<file path="config.mk">
export PLATFORM = sky130hd
export DESIGN_NAME = chn_irq_ctrl
export DESIGN_NICKNAME = d
export VERILOG_FILES = /design/src/rtl/chn_irq_pkg.sv /design/src/rtl/chn_irq_decode.sv /design/src/rtl/chn_irq_dp.sv /design/src/rtl/chn_irq_ctrl.sv
export SDC_FILE = /design/constraint.sdc
export NUM_CORES = 1
export LEC_CHECK = 0
export BUFFER_PORTS_ARGS = -buffer_cell sky130_fd_sc_hd__clkbuf_2
export CELL_PAD_IN_SITES_DETAIL_PLACEMENT = 0
export CELL_PAD_IN_SITES_GLOBAL_PLACEMENT = 1
export CORE_UTILIZATION = 23
export DETAILED_ROUTE_END_ITERATION = 8
export MAX_ROUTING_LAYER = met4
export PLACE_DENSITY = 0.82
export SLEW_MARGIN = 20
export SYNTH_ARGS = -nofsm -noshare
export SYNTH_HDL_FRONTEND = slang
export SYNTH_SLANG_ARGS = --single-unit
</file>
<file path="constraint.sdc">
create_clock -name clk -period 3.05 [get_ports clk]
set_clock_uncertainty 0.1 [all_clocks]
set_input_delay 0.4575 -clock clk [delete_from_list [all_inputs] [get_ports clk]]
set_output_delay 0.4575 -clock clk [all_outputs]
set_load 0.05 [all_outputs]
</file>
<file path="src/rtl/chn_irq_pkg.sv">
package chn_irq_pkg;
  localparam int NUM_EVT = 5;

  typedef struct packed {
    logic               rdHit;
    logic               enLoad;
    logic [NUM_EVT-1:0] enVal;
    logic [NUM_EVT-1:0] clrMask;
  } irqStrobe_t;
endpackage

</file>
<file path="src/rtl/chn_irq_decode.sv">
module chn_irq_decode
  import chn_irq_pkg::*;
#(
  parameter int DATA_W  = 32,
  parameter int ADDR_W  = 8,
  parameter logic [ADDR_W-1:0] REG_OFS = 8'h0C,
  parameter int EN_LSB  = 0,
  parameter int CLR_LSB = 24
) (
  input  logic              busWrEn,
  input  logic [ADDR_W-1:0] busAddr,
  input  logic [DATA_W-1:0] busWrData,
  output irqStrobe_t        strb
);
  logic addrHit;
  logic unusedData;

  assign addrHit    = (busAddr == REG_OFS);
  assign unusedData = ^busWrData;

  always_comb begin
    strb.rdHit   = addrHit;
    strb.enLoad  = addrHit && busWrEn;
    strb.enVal   = busWrData[EN_LSB +: NUM_EVT];
    strb.clrMask = (addrHit && busWrEn) ? busWrData[CLR_LSB +: NUM_EVT] : '0;
  end
endmodule

</file>
<file path="src/rtl/chn_irq_dp.sv">
module chn_irq_dp
  import chn_irq_pkg::*;
#(
  parameter int DATA_W  = 32,
  parameter int EN_LSB  = 0,
  parameter int STS_LSB = 16
) (
  input  logic               clk,
  input  logic               rstN,
  input  irqStrobe_t         strb,
  input  logic [NUM_EVT-1:0] evtPulse,
  output logic [DATA_W-1:0]  rdData,
  output logic [NUM_EVT-1:0] enQ,
  output logic [NUM_EVT-1:0] stsQ,
  output logic               irqRaw,
  output logic               irqOut,
  output logic               evtSingle
);
  logic [NUM_EVT-1:0] stsNext;
  logic [NUM_EVT-1:0] setMask;

  assign setMask = evtPulse & enQ;
  assign stsNext = (stsQ & ~strb.clrMask) | setMask;

  always_ff @(posedge clk) begin
    if (!rstN) begin
      enQ  <= '0;
      stsQ <= '0;
    end else begin
      if (strb.enLoad) enQ <= strb.enVal;
      stsQ <= stsNext;
    end
  end

  always_comb begin
    rdData = '0;
    if (strb.rdHit) begin
      rdData[EN_LSB +: NUM_EVT]  = enQ;
      rdData[STS_LSB +: NUM_EVT] = stsQ;
    end
  end

  assign irqRaw    = |stsQ;
  assign irqOut    = |(stsQ & enQ);
  assign evtSingle = (stsQ != '0) && ((stsQ & (stsQ - 1'b1)) == '0);
endmodule

</file>
<file path="src/rtl/chn_irq_ctrl.sv">
module chn_irq_ctrl
  import chn_irq_pkg::*;
#(
  parameter int DATA_W  = 32,
  parameter int ADDR_W  = 8,
  parameter logic [ADDR_W-1:0] REG_OFS = 8'h0C,
  parameter int EN_LSB  = 0,
  parameter int STS_LSB = 16,
  parameter int CLR_LSB = 24
) (
  input  logic               clk,
  input  logic               rstN,
  input  logic               busWrEn,
  input  logic [ADDR_W-1:0]  busAddr,
  input  logic [DATA_W-1:0]  busWrData,
  output logic [DATA_W-1:0]  busRdData,
  input  logic [NUM_EVT-1:0] evtPulse,
  output logic               irqRaw,
  output logic               irqOut,
  output logic               evtSingle
);
  irqStrobe_t         strb;
  logic [NUM_EVT-1:0] enQ;
  logic [NUM_EVT-1:0] stsQ;

  chn_irq_decode #(
    .DATA_W(DATA_W), .ADDR_W(ADDR_W), .REG_OFS(REG_OFS),
    .EN_LSB(EN_LSB), .CLR_LSB(CLR_LSB)
  ) u_decode (
    .busWrEn(busWrEn), .busAddr(busAddr), .busWrData(busWrData), .strb(strb)
  );

  chn_irq_dp #(
    .DATA_W(DATA_W), .EN_LSB(EN_LSB), .STS_LSB(STS_LSB)
  ) u_dp (
    .clk(clk), .rstN(rstN), .strb(strb), .evtPulse(evtPulse),
    .rdData(busRdData), .enQ(enQ), .stsQ(stsQ),
    .irqRaw(irqRaw), .irqOut(irqOut), .evtSingle(evtSingle)
  );
endmodule

</file>
==> results of run 1 <==
-- registers in the layout, indices dropped and copies added, names as in the netlist --
name	cells
u_dp.stsQ	5
u_dp.enQ	5
-- routing by layer --
layer / up-vias / global-route usage
met3: 0 / 0.01948
met2: 28 / 0.1825
met4: 0 / 0.04983
met5: - / -
li1: 362 / -
met1: 324 / 0.1237
-- kinds of logic (layout without fill, tap and decap cells) --
logic type      Yosys count  in the layout  synth area share
compound gates           14             14            0.1278
xor+xnor                  1              1           0.01133
buf+inv                  26             44            0.2427
flops                    10             10            0.2589
mux                       5              5           0.06473
other cells               1             22          0.004850
simple gates             38             38            0.2896
-- stage by stage --
step	hold slack, ns	power, mW	cells
finish	0.2809	0.3363	178
CTS	0.2656	0.3441	178
global route	0.2635	0.3549	178
detailed placement	0.3994	0.2199	174
floorplan	0.3686	0.2231	116
global placement	0.3981	0.2198	174
-- power by group through the flow --
stage          combinational [mW]  sequential [mW]  clock (mW)
2_1_floorplan              0.0893            0.134           0
4_1_cts                    0.0861            0.131       0.127
3_3_place_gp               0.0860            0.134           0
3_5_place_dp               0.0861            0.134           0
6_report                   0.0863            0.131       0.119
5_1_grt                    0.0914            0.131       0.133
-- layout make-up --
cell class	instances	area share
flip-flops and latches	10	0.2100
repair buffers	38	0.1995
clock buffers	4	0.03806
multi-input cells	80	0.4869
inverters	2	0.007874
well taps	44	0.05774
-- cell usage in the layout (no fill, tap or decap), types with 2 or more instances in the layout --
cell type	synthesis	layout
sky130_fd_sc_hd__clkbuf_4	0	3
sky130_fd_sc_hd__and2_1	10	10
sky130_fd_sc_hd__mux2i_1	5	5
sky130_fd_sc_hd__dfxtp_1	10	10
sky130_fd_sc_hd__inv_1	2	2
sky130_fd_sc_hd__nor2_1	2	2
sky130_fd_sc_hd__clkbuf_2	0	38
sky130_fd_sc_hd__nand2_1	18	18
sky130_fd_sc_hd__a21oi_1	5	5
sky130_fd_sc_hd__a311oi_1	5	5
sky130_fd_sc_hd__conb_1	1	22
-- path summary, 6_finish.rpt --
| kind | start | to | slack (ns) | cells after the start |
|---|---|---|---|---|
| setup / recovery | busAddr[7] | busRdData[18] | 0.49 | 5 |
| hold / removal | busWrData[28] | u_dp.stsQ[4] | 0.28 | 2 |
| setup reg to reg | u_dp.stsQ[4] | u_dp.stsQ[4] | 2.10 | 2 |
| hold reg to reg | u_dp.enQ[4] | u_dp.enQ[4] | 0.41 | 2 |
==> results summary, run 1 <==
At the end of the flow, the number of nets in the layout was roughly 180. The number of synthesized register bits came out at 10. In the routed layout, each cell is associated on average with a via count of around 4.0.

The DRC violation total after the first TritonRoute iteration came out at 48. After filler insertion, the fill cell instance count of the layout stands at 358. Routed signal wires occupy layers up through met3.

The count of buffering cells on the critical path with inverters included came out at 2. The number of diodes came out at 0. Setup repair after global routing left no endpoint under its margin. The layout overhead on the synthesized area came out at 23.30%. The worst hold path belongs to the class in2reg. The routed wire length per instance came out at around 9.7 µm. The post-synthesis sequential area ratio came out at 0.2589.

The post-cts gate resize count is 0. The routed layout has around 710 vias. The fraction of power spent switching nets came out at 0.3539. The final critical-path share of the clock period is 0.8407. The total track usage came out at 0.1083. The post-synthesis cell type with the largest combined area is sky130_fd_sc_hd__dfxtp_1. The initial antenna violation count came out at 0.

The count of hold-fix buffers inserted at cts is 0. The nature of the critical path startpoint is a primary input. The critical path goes through clkbuf_2 > or4_4 > nor4_4 > and2_1 > clkbuf_2.

The number of enable-type register cells in the synthesized netlist is 0. The utilization of the core after routing is 0.3048. The met2 routed wirelength is a little over 900 µm.

The tool flagged a number of max-cap violations equal to 0. The most frequent cell on the critical path is sky130_fd_sc_hd__clkbuf_2. The mean cell area of the mapped netlist came out at between 8 and 9 µm². The cell count after synthesis came out at 95. The setup-violating endpoint count in the final report is 0.

The die is between 50 and 60 µm tall. The cell area after synthesis came out at approximately 770 µm². The relative contribution of the clock network to total power is 0.354.

The width of the chip came out at between 50 and 60 µm. Headroom to the max-slew limit came out at 0.5309. TritonCTS created 3 clock buffers. The DRC violations left came out at 0. The buffer levels on the longest clock path came out at 2. The total power density per cell area is 352.7 mW/mm². The first global-routing pass estimated approximately 2800 µm of wire. Broken down by cell family, the worst path's largest delay share belongs to simple AND/OR/NAND/NOR gates. The clock period could shrink to 2.564 ns. Buffers added to address setup during post-CTS repair amount to 0. The number of H-tree levels came out at 1. The number of max-slew violations in the final report came out at 0.

The placed cell area came out at ~920 µm². The met3 layer wire length in the routed design came out at around 70 µm. The routed wire length is roughly 1700 µm. The area enclosed by the die boundary came out at approximately 0.0036 mm². The highest-delay cell along the critical path is sky130_fd_sc_hd__or4_4. The count of warnings emitted by yosys is 0. The worst endpoint data arrival time came out at ~2 ns. The number of sinks on the clock net came out at 10. The share of total power dissipated in sequential elements is 0.389. The CTS tree is done. The pin count of the biggest net entering global routing is 12.

The multi-input combinational cells in the finished layout cover a total of between 400 and 500 µm². The tree is rooted in a sky130_fd_sc_hd__clkbuf_4. The worst setup path is of the in2out kind. The count of distinct cell types in the synthesized netlist came out at 25. Sorting the synthesized cells by how often they occur yields 22 x sky130_fd_sc_hd__buf_4, 18 x sky130_fd_sc_hd__nand2_1, 10 x sky130_fd_sc_hd__and2_1, 10 x sky130_fd_sc_hd__dfxtp_1.

The most frequent cell after synthesis is sky130_fd_sc_hd__buf_4. Row generation in the floorplan step produced 20 rows. The register clock-pin slew on the reported worst setup and hold paths is approximately 0.07 ns. The data required time of the worst path is about 2.5 ns. For this run, the detailed router's first-pass iteration total came to 4. STA classifies the critical path endpoint as an output pin. The via count of the first global-routing pass is between 600 and 700. The maximum fanout count along the critical path came out at 10.

The analysis attributes to cell leakage a power of around 0.46 nW. The area share of the largest cell type after synthesis is 0.2589. The detailed-placement wirelength estimate came out at between 1000 and 1500 µm. Setup slack closes at between 0.4 and 0.5 ns. The internal cell power is about 220 µW. The run finished with clean final reports. The number of top-level pins is 83. The net switching power is ~120 µW. The congestion estimate from routability-driven global placement came to around 0.70. The initial utilization of the core area, before any placement, comes to 0.2472. Static timing analysis puts the maximum clock frequency at 390.0 MHz. The worst-skew pair later-pin latency is roughly 0.26 ns. Once detail routing completed, the nets flagged for antenna violations numbered 0. The share of total power in combinational logic is 0.257.

The wire length on met1 is between 700 and 800 µm. In the final layout, flip-flops and latches occupy ~200 µm². Yosys attributes the largest share of cell area to sky130_fd_sc_hd__dfxtp_1 26%, sky130_fd_sc_hd__buf_4 21%, sky130_fd_sc_hd__nand2_1 8.7%. Of the cells placed in the final design, the portion with a size suffix greater than 1 is 0.3358. The biggest cell delay along the critical path came out at around 0.56 ns. The hold violation total from the final report came out at 0. Global routing finished with a remaining overflow of 0. For this run, the leading register cell type out of synthesis is sky130_fd_sc_hd__dfxtp_1.

The share of flip-flops with an asynchronous set or reset came out at 0. Timing analysis after detailed placement gives a worst setup slack of approximately 0.44 ns. After routing, the total negative slack on setup checks comes to 0 ns. The worst-case IR drop observed on VDD is ~0.12 mV.

The finished cells cover roughly 950 µm². At the pin with the least slew margin, the transition time is roughly 0.70 ns. The count of port buffers added during placement came out at 38. The core footprint is between 0.003 and 0.004 mm².
No activity file was read; power rests on OpenSTA's default activity.
==> run 2: changes to the inputs <==
--- a/config.mk
+++ b/config.mk
@@ -5,13 +5,14 @@
 export SDC_FILE = /design/constraint.sdc
 export NUM_CORES = 1
 export LEC_CHECK = 0
+export ABC_AREA = 1
 export BUFFER_PORTS_ARGS = -buffer_cell sky130_fd_sc_hd__clkbuf_2
 export CELL_PAD_IN_SITES_DETAIL_PLACEMENT = 0
 export CELL_PAD_IN_SITES_GLOBAL_PLACEMENT = 1
-export CORE_UTILIZATION = 23
+export CORE_UTILIZATION = 18
 export DETAILED_ROUTE_END_ITERATION = 8
 export MAX_ROUTING_LAYER = met4
-export PLACE_DENSITY = 0.82
+export PLACE_DENSITY = 0.74
 export SLEW_MARGIN = 20
 export SYNTH_ARGS = -nofsm -noshare
 export SYNTH_HDL_FRONTEND = slang
==> constraint.sdc (replaced) <==
create_clock -name clk -period 2.2 [get_ports clk]
set_clock_uncertainty 0.1 [all_clocks]
set_input_delay 0.33 -clock clk [delete_from_list [all_inputs] [get_ports clk]]
set_output_delay 0.33 -clock clk [all_outputs]
set_load 0.05 [all_outputs]
==> results summary, run 2 <==
The number of non-filler instances in the completed layout is 202 (+13%). The number of synthesized register bits came out at 10 (unchanged). The via-per-instance ratio came out at 3.579 (-11%).

The largest registers in the layout are u_dp.enQ: 5 flops, u_dp.stsQ: 5 flops. The area share of the largest cell type after synthesis is 0.2749 (+0.01601). The post-cts gate resize count came to 0 (unchanged).

The pin count of the biggest net entering global routing was 12 (unchanged). The number of top-level pins came out at 83 (unchanged). In the layout the commonest cells are 38 x sky130_fd_sc_hd__clkbuf_2, 22 x sky130_fd_sc_hd__nand2_1, 22 x sky130_fd_sc_hd__conb_1.

In this run the worst setup path begins at busAddr[5]. The placement row count is 22 (+10%). The count of cells along the worst register-to-register path is 2 (unchanged).

The number of iterations in the first detailed-routing pass is 4 (unchanged). The detailed-placement wirelength estimate came out at 1498 µm (+8.1%). The setup-violating endpoint count in the final report came out at 0 (unchanged). The utilization of the core after routing came out at 0.2472 (-0.05762).

The via count of the first global-routing pass came out at 685 (+10%). The remaining global-route overflow is 0 (unchanged). The placed cell area is 877.1 µm² (-4.4%). TritonCTS built the clock tree.

The data required time of the worst path came out at 1.77 ns (-0.72 ns). The library cell used most frequently in the layout, excluding fill and tap cells, is sky130_fd_sc_hd__clkbuf_2. The worst setup slack for register-to-register paths is 1.43 ns (-0.67 ns). The hold violation total from the final report is 0 (unchanged). The number of H-tree levels came out at 1 (unchanged). Clock tree synthesis selected as its root buffer the cell sky130_fd_sc_hd__clkbuf_8. The width of the chip came to 65.61 µm (+9.4%).

The number of diodes came to 0 (unchanged). The worst-skew pair later-pin latency came out at 0.23 ns (-0.03 ns). The initial antenna violation count is 0 (unchanged). The buffer levels on the longest clock path is 2 (unchanged). The number of setup buffers added after CTS came out at 0 (unchanged). The fraction of layout cells with a size suffix above 1 is 0.2857 (-0.05011). The post-synthesis cell type with the largest combined area is sky130_fd_sc_hd__dfxtp_1. The cell count after synthesis is 114 (+20%).

The height of the die is 65.61 µm (+9.4%). The maximum fanout count along the critical path is 10 (unchanged). The final RePlAce weighted congestion is 0.7234 (+3.5%). STA classifies the critical path endpoint as an output pin. The path with the worst hold slack has its endpoint at u_dp.stsQ[4]. The total power density per cell area is 564.5 mW/mm² (+60%). The endpoint identified for the worst register-to-register timing path is u_dp.stsQ[1]. The count of port buffers added during placement is 38 (unchanged). The cell area after synthesis is 728.2 µm² (-5.8%). The area enclosed by the die boundary came out at 0.004304 mm² (+20%).

The via count is 723 (+1.3%). The effective utilization at floorplan is 0.1931 (-0.05410). The wire length of the first global-routing pass was 2911 µm (+2.9%). The count of distinct cell types in the synthesized netlist came out at 13 (-48%). The core footprint was 0.003771 mm² (+21%).

The number of buffers added by the clock tree synthesis step is 3 (unchanged). The count of hold-fix buffers inserted at cts came to 0 (unchanged). The DRC violations left came to 0 (unchanged). The total number of nets in the final design came out at 203 (+11%). The worst endpoint data arrival time is 1.42 ns (-0.59 ns). After synthesis, the most frequently instantiated cells are 22 x sky130_fd_sc_hd__buf_4, 22 x sky130_fd_sc_hd__nand2_1, 16 x sky130_fd_sc_hd__nor2_1. The count of filler cells inserted in the layout came to 439 (+23%).

The worst setup path is launched from a primary input. The routed wire length came out at 1780 µm (+3.6%). The count of cells along the worst hold path is 3 (+1). In this run the worst hold path is classified as in2reg.

The run finished with clean final reports. The leakage power total came out at 0.4149 nW (-9.7%). For this run, the top clock speed supported by timing is roughly 540 MHz. The worst hold slack came to 0.2257 ns (-0.05519 ns). The number of sinks on the clock net came out at 10 (unchanged). The total track usage is 0.09186 (-0.01643). The number of max-capacitance violations reported was 0 (unchanged). The number of placed instances, taps included is 198 (+14%).

The mean cell area of the mapped netlist is 6.388 µm² (-22%). The post-detailed-route count of antenna-violating nets came out at 0 (unchanged). The routed wire length per instance came out at 8.812 µm (-8.7%). The clock period minus final worst setup slack is around 1.8 ns. The total negative slack came out at 0 ns (unchanged). Sorting the synthesized cells by area gives the leading types as sky130_fd_sc_hd__dfxtp_1 27%, sky130_fd_sc_hd__buf_4 23%, sky130_fd_sc_hd__nand2_1 11%. Setup repair after global routing left no endpoint under its margin. The register clock-pin slew on the reported worst setup and hold paths came out at 0.05 ns (-0.02 ns). From synthesis to final layout, the design area changed by 28.01%. The count of warnings emitted by yosys came out at 0 (unchanged). Of the available clock period, the critical path in the final layout requires 0.8395. In the synthesized netlist the dominant register cell turns out to be sky130_fd_sc_hd__dfxtp_1. The post-synthesis sequential area ratio came out at 0.2749 (+0.01601). The share of flip-flops with an asynchronous set or reset is 0 (unchanged). The final instance area came to 932.1 µm² (-2.2%). In this run the critical register-to-register path is launched from u_dp.stsQ[1]. The number of max-slew violations in the final report came out at 0 (unchanged).

The maximum vdd drop came out at 0.2235 mV (+86%). The type of the setup path with the least slack is in2out. The worst hold path begins at evtPulse[4]. The number of enable-type register cells in the synthesized netlist came out at 0 (unchanged). The DRC violation total after the first TritonRoute iteration is 50 (+4.2%).
## run 2: cell count changes in the layout (fill, tap and decap cells not counted), sizes merged, moves of 2 or more
cell and delta:
a21oi +7, a311oi -5, and2 -10, clkinv +2, inv +9, mux2i -5, nand2 +4, nand3 +10
nor2 +15, nor4 -2, o21ai +2
## run 2: area by class of cell
class                      count  area, µm²  share of cell area
sequential                    10      200.2              0.2148
multi-input combinational     88      370.4              0.3973
inverter                      13      48.80             0.05235
tap                           48      60.06             0.06443
clock buffer                   4      55.05             0.05906
timing repair buffer          39      197.7              0.2121
## run 2: cells by family after synthesis
| logic type | after synthesis | share of synthesized area |
|---|---|---|
| compound gates | 16 | 0.1151 |
| buf+inv | 37 | 0.3247 |
| flops | 10 | 0.2749 |
| other cells | 1 | 0.005150 |
| simple gates | 50 | 0.2801 |
## run 2: metal layers
layer	part of all wire	wire (µm)	track usage	up-vias
li1	-	-	-	393
met1	0.47	843	0.1084	300
met2	0.45	801	0.1482	30
met3	0.076	135	0.04167	0
met4	0	0	0.008152	0
met5	0	0	-	-
## run 2: power by group
part / total, mW / internal (mW) / switching [mW]
sequential: 0.182 / 0.182 / 0.000164
combinational: 0.114 / 0.0174 / 0.0964
clock: 0.231 / 0.157 / 0.0732
total: 0.526 / 0.356 / 0.170
## run 2: worst max-delay path by stage
stage	endpoint	slack, ns	depth (start not counted)
4_1_cts	busRdData[18]	0.33	7
5_1_grt	busRdData[2]	0.21	7
3_5_place_dp	busRdData[18]	0.33	7
2_1_floorplan	evtSingle	0.18	4
6_report	busRdData[0]	0.35	7
3_3_place_gp	busRdData[1]	0.30	7
## run 2: metrics by stage
stage / worst slack, ns / total power [mW]
final: 0.3531 / 0.5262
after global routing: 0.2116 / 0.5510
after CTS: 0.3251 / 0.5342
after detailed placement: 0.3265 / 0.2993
after global placement: 0.3025 / 0.2993
after floorplan: 0.1753 / 0.3070
## run 2: critical path: stages
cell,delay (ns)
sky130_fd_sc_hd__clkbuf_2,0.08
sky130_fd_sc_hd__nor2_1,0.09
sky130_fd_sc_hd__nand2_1,0.07
sky130_fd_sc_hd__nor2_2,0.13
sky130_fd_sc_hd__clkinv_1,0.24
sky130_fd_sc_hd__nor2_1,0.18
sky130_fd_sc_hd__clkbuf_2,0.30
==> run 3: changes to the inputs <==
--- a/config.mk
+++ b/config.mk
@@ -5,14 +5,14 @@
 export SDC_FILE = /design/constraint.sdc
 export NUM_CORES = 1
 export LEC_CHECK = 0
-export ABC_AREA = 1
+export ABC_AREA = 0
 export BUFFER_PORTS_ARGS = -buffer_cell sky130_fd_sc_hd__clkbuf_2
 export CELL_PAD_IN_SITES_DETAIL_PLACEMENT = 0
 export CELL_PAD_IN_SITES_GLOBAL_PLACEMENT = 1
-export CORE_UTILIZATION = 18
+export CORE_UTILIZATION = 21
 export DETAILED_ROUTE_END_ITERATION = 8
 export MAX_ROUTING_LAYER = met4
-export PLACE_DENSITY = 0.74
+export PLACE_DENSITY = 0.75
 export SLEW_MARGIN = 20
 export SYNTH_ARGS = -nofsm -noshare
 export SYNTH_HDL_FRONTEND = slang
==> constraint.sdc (replaced) <==
create_clock -name clk -period 1.7 [get_ports clk]
set_clock_uncertainty 0.1 [all_clocks]
set_input_delay 0.255 -clock clk [delete_from_list [all_inputs] [get_ports clk]]
set_output_delay 0.255 -clock clk [all_outputs]
set_load 0.05 [all_outputs]
==> results summary, run 3 (synthesis gave the netlist of run 1 again) <==
The total track usage came to 0.1013 (+0.009445). The remaining global-route overflow was 0 (unchanged). The height of the die came out at 62.68 µm (-4.5%). The leakage power total is 0.5579 nW (+34%). The number of iterations in the first detailed-routing pass came to 4 (unchanged). The routed wire length was 1980 µm (+11%). Leaving out fill and tap cells, the most frequent cell in the layout is sky130_fd_sc_hd__clkbuf_2.

The post-detailed-route count of antenna-violating nets came to 0 (unchanged). The count of port buffers added during placement came out at 38 (unchanged). The final critical-path share of the clock period is 1.141. The maximum clock rate is approximately 520 MHz. The library cells used most frequently in the layout, excluding fill and tap cells, are 26 x sky130_fd_sc_hd__clkbuf_2, 22 x sky130_fd_sc_hd__conb_1, 18 x sky130_fd_sc_hd__nand2_1. The initial antenna violation count is 0 (unchanged). The utilization of the core after routing was 0.3511 (+0.1040). The detailed-placement wirelength estimate came to 1510 µm (+0.77%).

The via count of the first global-routing pass was 677 (-1.2%). The number of placed instances, taps included came out at 181 (-8.6%). The fraction of layout cells with a size suffix above 1 came out at 0.4648 (+0.1791).

The path class of the tightest hold or removal check is in2reg. The placement row count is 21 (-4.5%). STA classifies the critical path endpoint as an output pin. The buffer levels on the longest clock path came out at 2 (unchanged). The core footprint was 0.003442 mm² (-8.7%). The wire length of the first global-routing pass is 3049 µm (+4.7%). TritonCTS built the clock tree. The flow ran to the end, but the final reports show violations.

The via-per-instance ratio is 4.005 (+12%). The routed wire length per instance came out at 10.53 µm (+20%). The worst setup slack for register-to-register paths came out at 0.71 ns (-0.72 ns). The number of sinks on the clock net is 10 (unchanged).

STA classifies the critical path startpoint as a primary input. The number of diodes came out at 0 (unchanged). The maximum vdd drop is 0.1795 mV (-20%). The startpoint identified for the worst hold timing path is busWrData[24]. The worst setup path is of the in2out kind. The origin of the critical flop-to-flop path is u_dp.stsQ[1].

Broken down by cell family, the worst path's largest delay share belongs to simple AND/OR/NAND/NOR gates. The data required time of the worst path came out at 1.34 ns (-0.43 ns). Setup repair after global routing could not meet its margin everywhere.

The number of H-tree levels was 1 (unchanged). The count of hold-fix buffers inserted at cts is 0 (unchanged). The register clock-pin slew on the reported worst setup and hold paths is 0.05 ns (about the same). The hold violation total from the final report is 0 (unchanged). The count of cells along the worst hold path is 2 (-1). The placed cell area came out at 0.001027 mm² (+17%). The width of the chip is 62.68 µm (-4.5%). The total power density per cell area came out at 573.2 mW/mm² (+1.5%). The effective utilization at floorplan came out at 0.2246 (+0.03155). The setup-violating endpoint count in the final report is 20 (+20).

The number of max-capacitance violations reported is 0 (unchanged). The number of buffers added by the clock tree synthesis step came out at 3 (unchanged). The count of buffering cells on the critical path with inverters included is 3 (unchanged).

The count of cells along the worst register-to-register path is 3 (+1). The number of max-slew violations in the final report came out at 0 (unchanged). The worst setup margin was -0.2395 ns (-0.5927 ns). The area enclosed by the die boundary is 0.003929 mm² (-8.7%). The critical path goes through clkbuf_2 > or4_4 > nor4_4 > buf_6 > and2_2 > buf_12. The count of filler cells inserted in the layout came out at 365 (-17%). The pin count of the biggest net entering global routing came out at 12 (unchanged). The maximum fanout count along the critical path is 10 (unchanged). The worst path in the final design needs a cycle of roughly 1.9 ns, including I/O delays and setup. The worst hold path terminates at u_dp.stsQ[0]. The largest registers in the layout are u_dp.enQ: 5 flops, u_dp.stsQ: 5 flops. The DRC violation total after the first TritonRoute iteration is 12 (-76%). The final RePlAce weighted congestion came out at 0.7341 (+1.5%). The layout overhead on the synthesized area is 56.31%. The number of non-filler instances in the completed layout came to 188 (-6.9%). The checks that failed: setup timing. The worst-skew pair later-pin latency is 0.23 ns (about the same). The worst endpoint data arrival time came out at 1.58 ns (+0.16 ns). The via count came out at 753 (+4.1%). In this run the critical register-to-register path is captured at u_dp.stsQ[1]. In this run the clock root is driven by a sky130_fd_sc_hd__clkbuf_8.

The biggest cell delay along the critical path came out at 0.54 ns (+0.24 ns). The number of top-level pins is 83 (unchanged). The highest-delay cell along the critical path is sky130_fd_sc_hd__or4_4.

The DRC violations left is 0 (unchanged). The total number of nets in the final design is 191 (-5.9%). The final instance area is 0.001209 mm² (+30%).
[run 3: how the worst max path moves through the flow]
stage / from / end / slack [ns] / depth (start not counted)
finish: busAddr[7] / busRdData[4] / -0.24 / 6
global route: busAddr[7] / busRdData[20] / -0.30 / 6
CTS: busAddr[7] / busRdData[2] / -0.27 / 6
detailed placement: busAddr[7] / busRdData[2] / -0.35 / 6
global placement: busAddr[7] / busRdData[2] / -0.34 / 6
floorplan: busAddr[7] / busRdData[0] / -0.15 / 3
[run 3: final cells by class]
| type | count | area [µm²] | area share |
|---|---|---|---|
| multi-input combinational | 80 | 484.2 | 0.4006 |
| timing repair buffer | 46 | 401.6 | 0.3323 |
| sequential | 10 | 202.7 | 0.1677 |
| tap | 46 | 57.56 | 0.04762 |
| clock buffer | 4 | 55.05 | 0.04555 |
| inverter | 2 | 7.507 | 0.006211 |
[run 3: per-layer routing]
metal	global-route usage	share of wire	up-vias
li1	-	-	379
met1	0.1221	0.42	333
met2	0.1685	0.51	38
met3	0.02372	0.057	3
met4	0.02616	0.0096	0
met5	-	0	-
[run 3: timing repair]
item / 4_1_cts / 5_1_grt
setup buffers: 0 / 2
gates cloned: 0 / 1
resized for setup: 16 / 13
pin swaps: 0 / 1
endpoints found under the setup margin: 11 / 13
[run 3: report_power, final]
part | internal (mW) | total (mW) | switching (mW) | leakage (nW)
sequential | 0.235 | 0.235 | 0.000301 | 0.0815
clock | 0.204 | 0.299 | 0.0951 | 0.0288
combinational | 0.0277 | 0.159 | 0.131 | 0.448
total | 0.466 | 0.693 | 0.226 | 0.558
[run 3: per-stage QoR]
stage / hold slack (ns) / power, mW / setup TNS (ns) / setup WS, ns
after global placement: 0.3590 / 0.3959 / -4.350 / -0.3367
after floorplan: 0.2647 / 0.4002 / -1.548 / -0.1548
after global routing: 0.1134 / 0.7148 / -4.333 / -0.2971
final: 0.1111 / 0.6928 / -3.186 / -0.2395
after detailed placement: 0.3657 / 0.3963 / -4.674 / -0.3535
after CTS: 0.1161 / 0.6947 / -2.613 / -0.2739
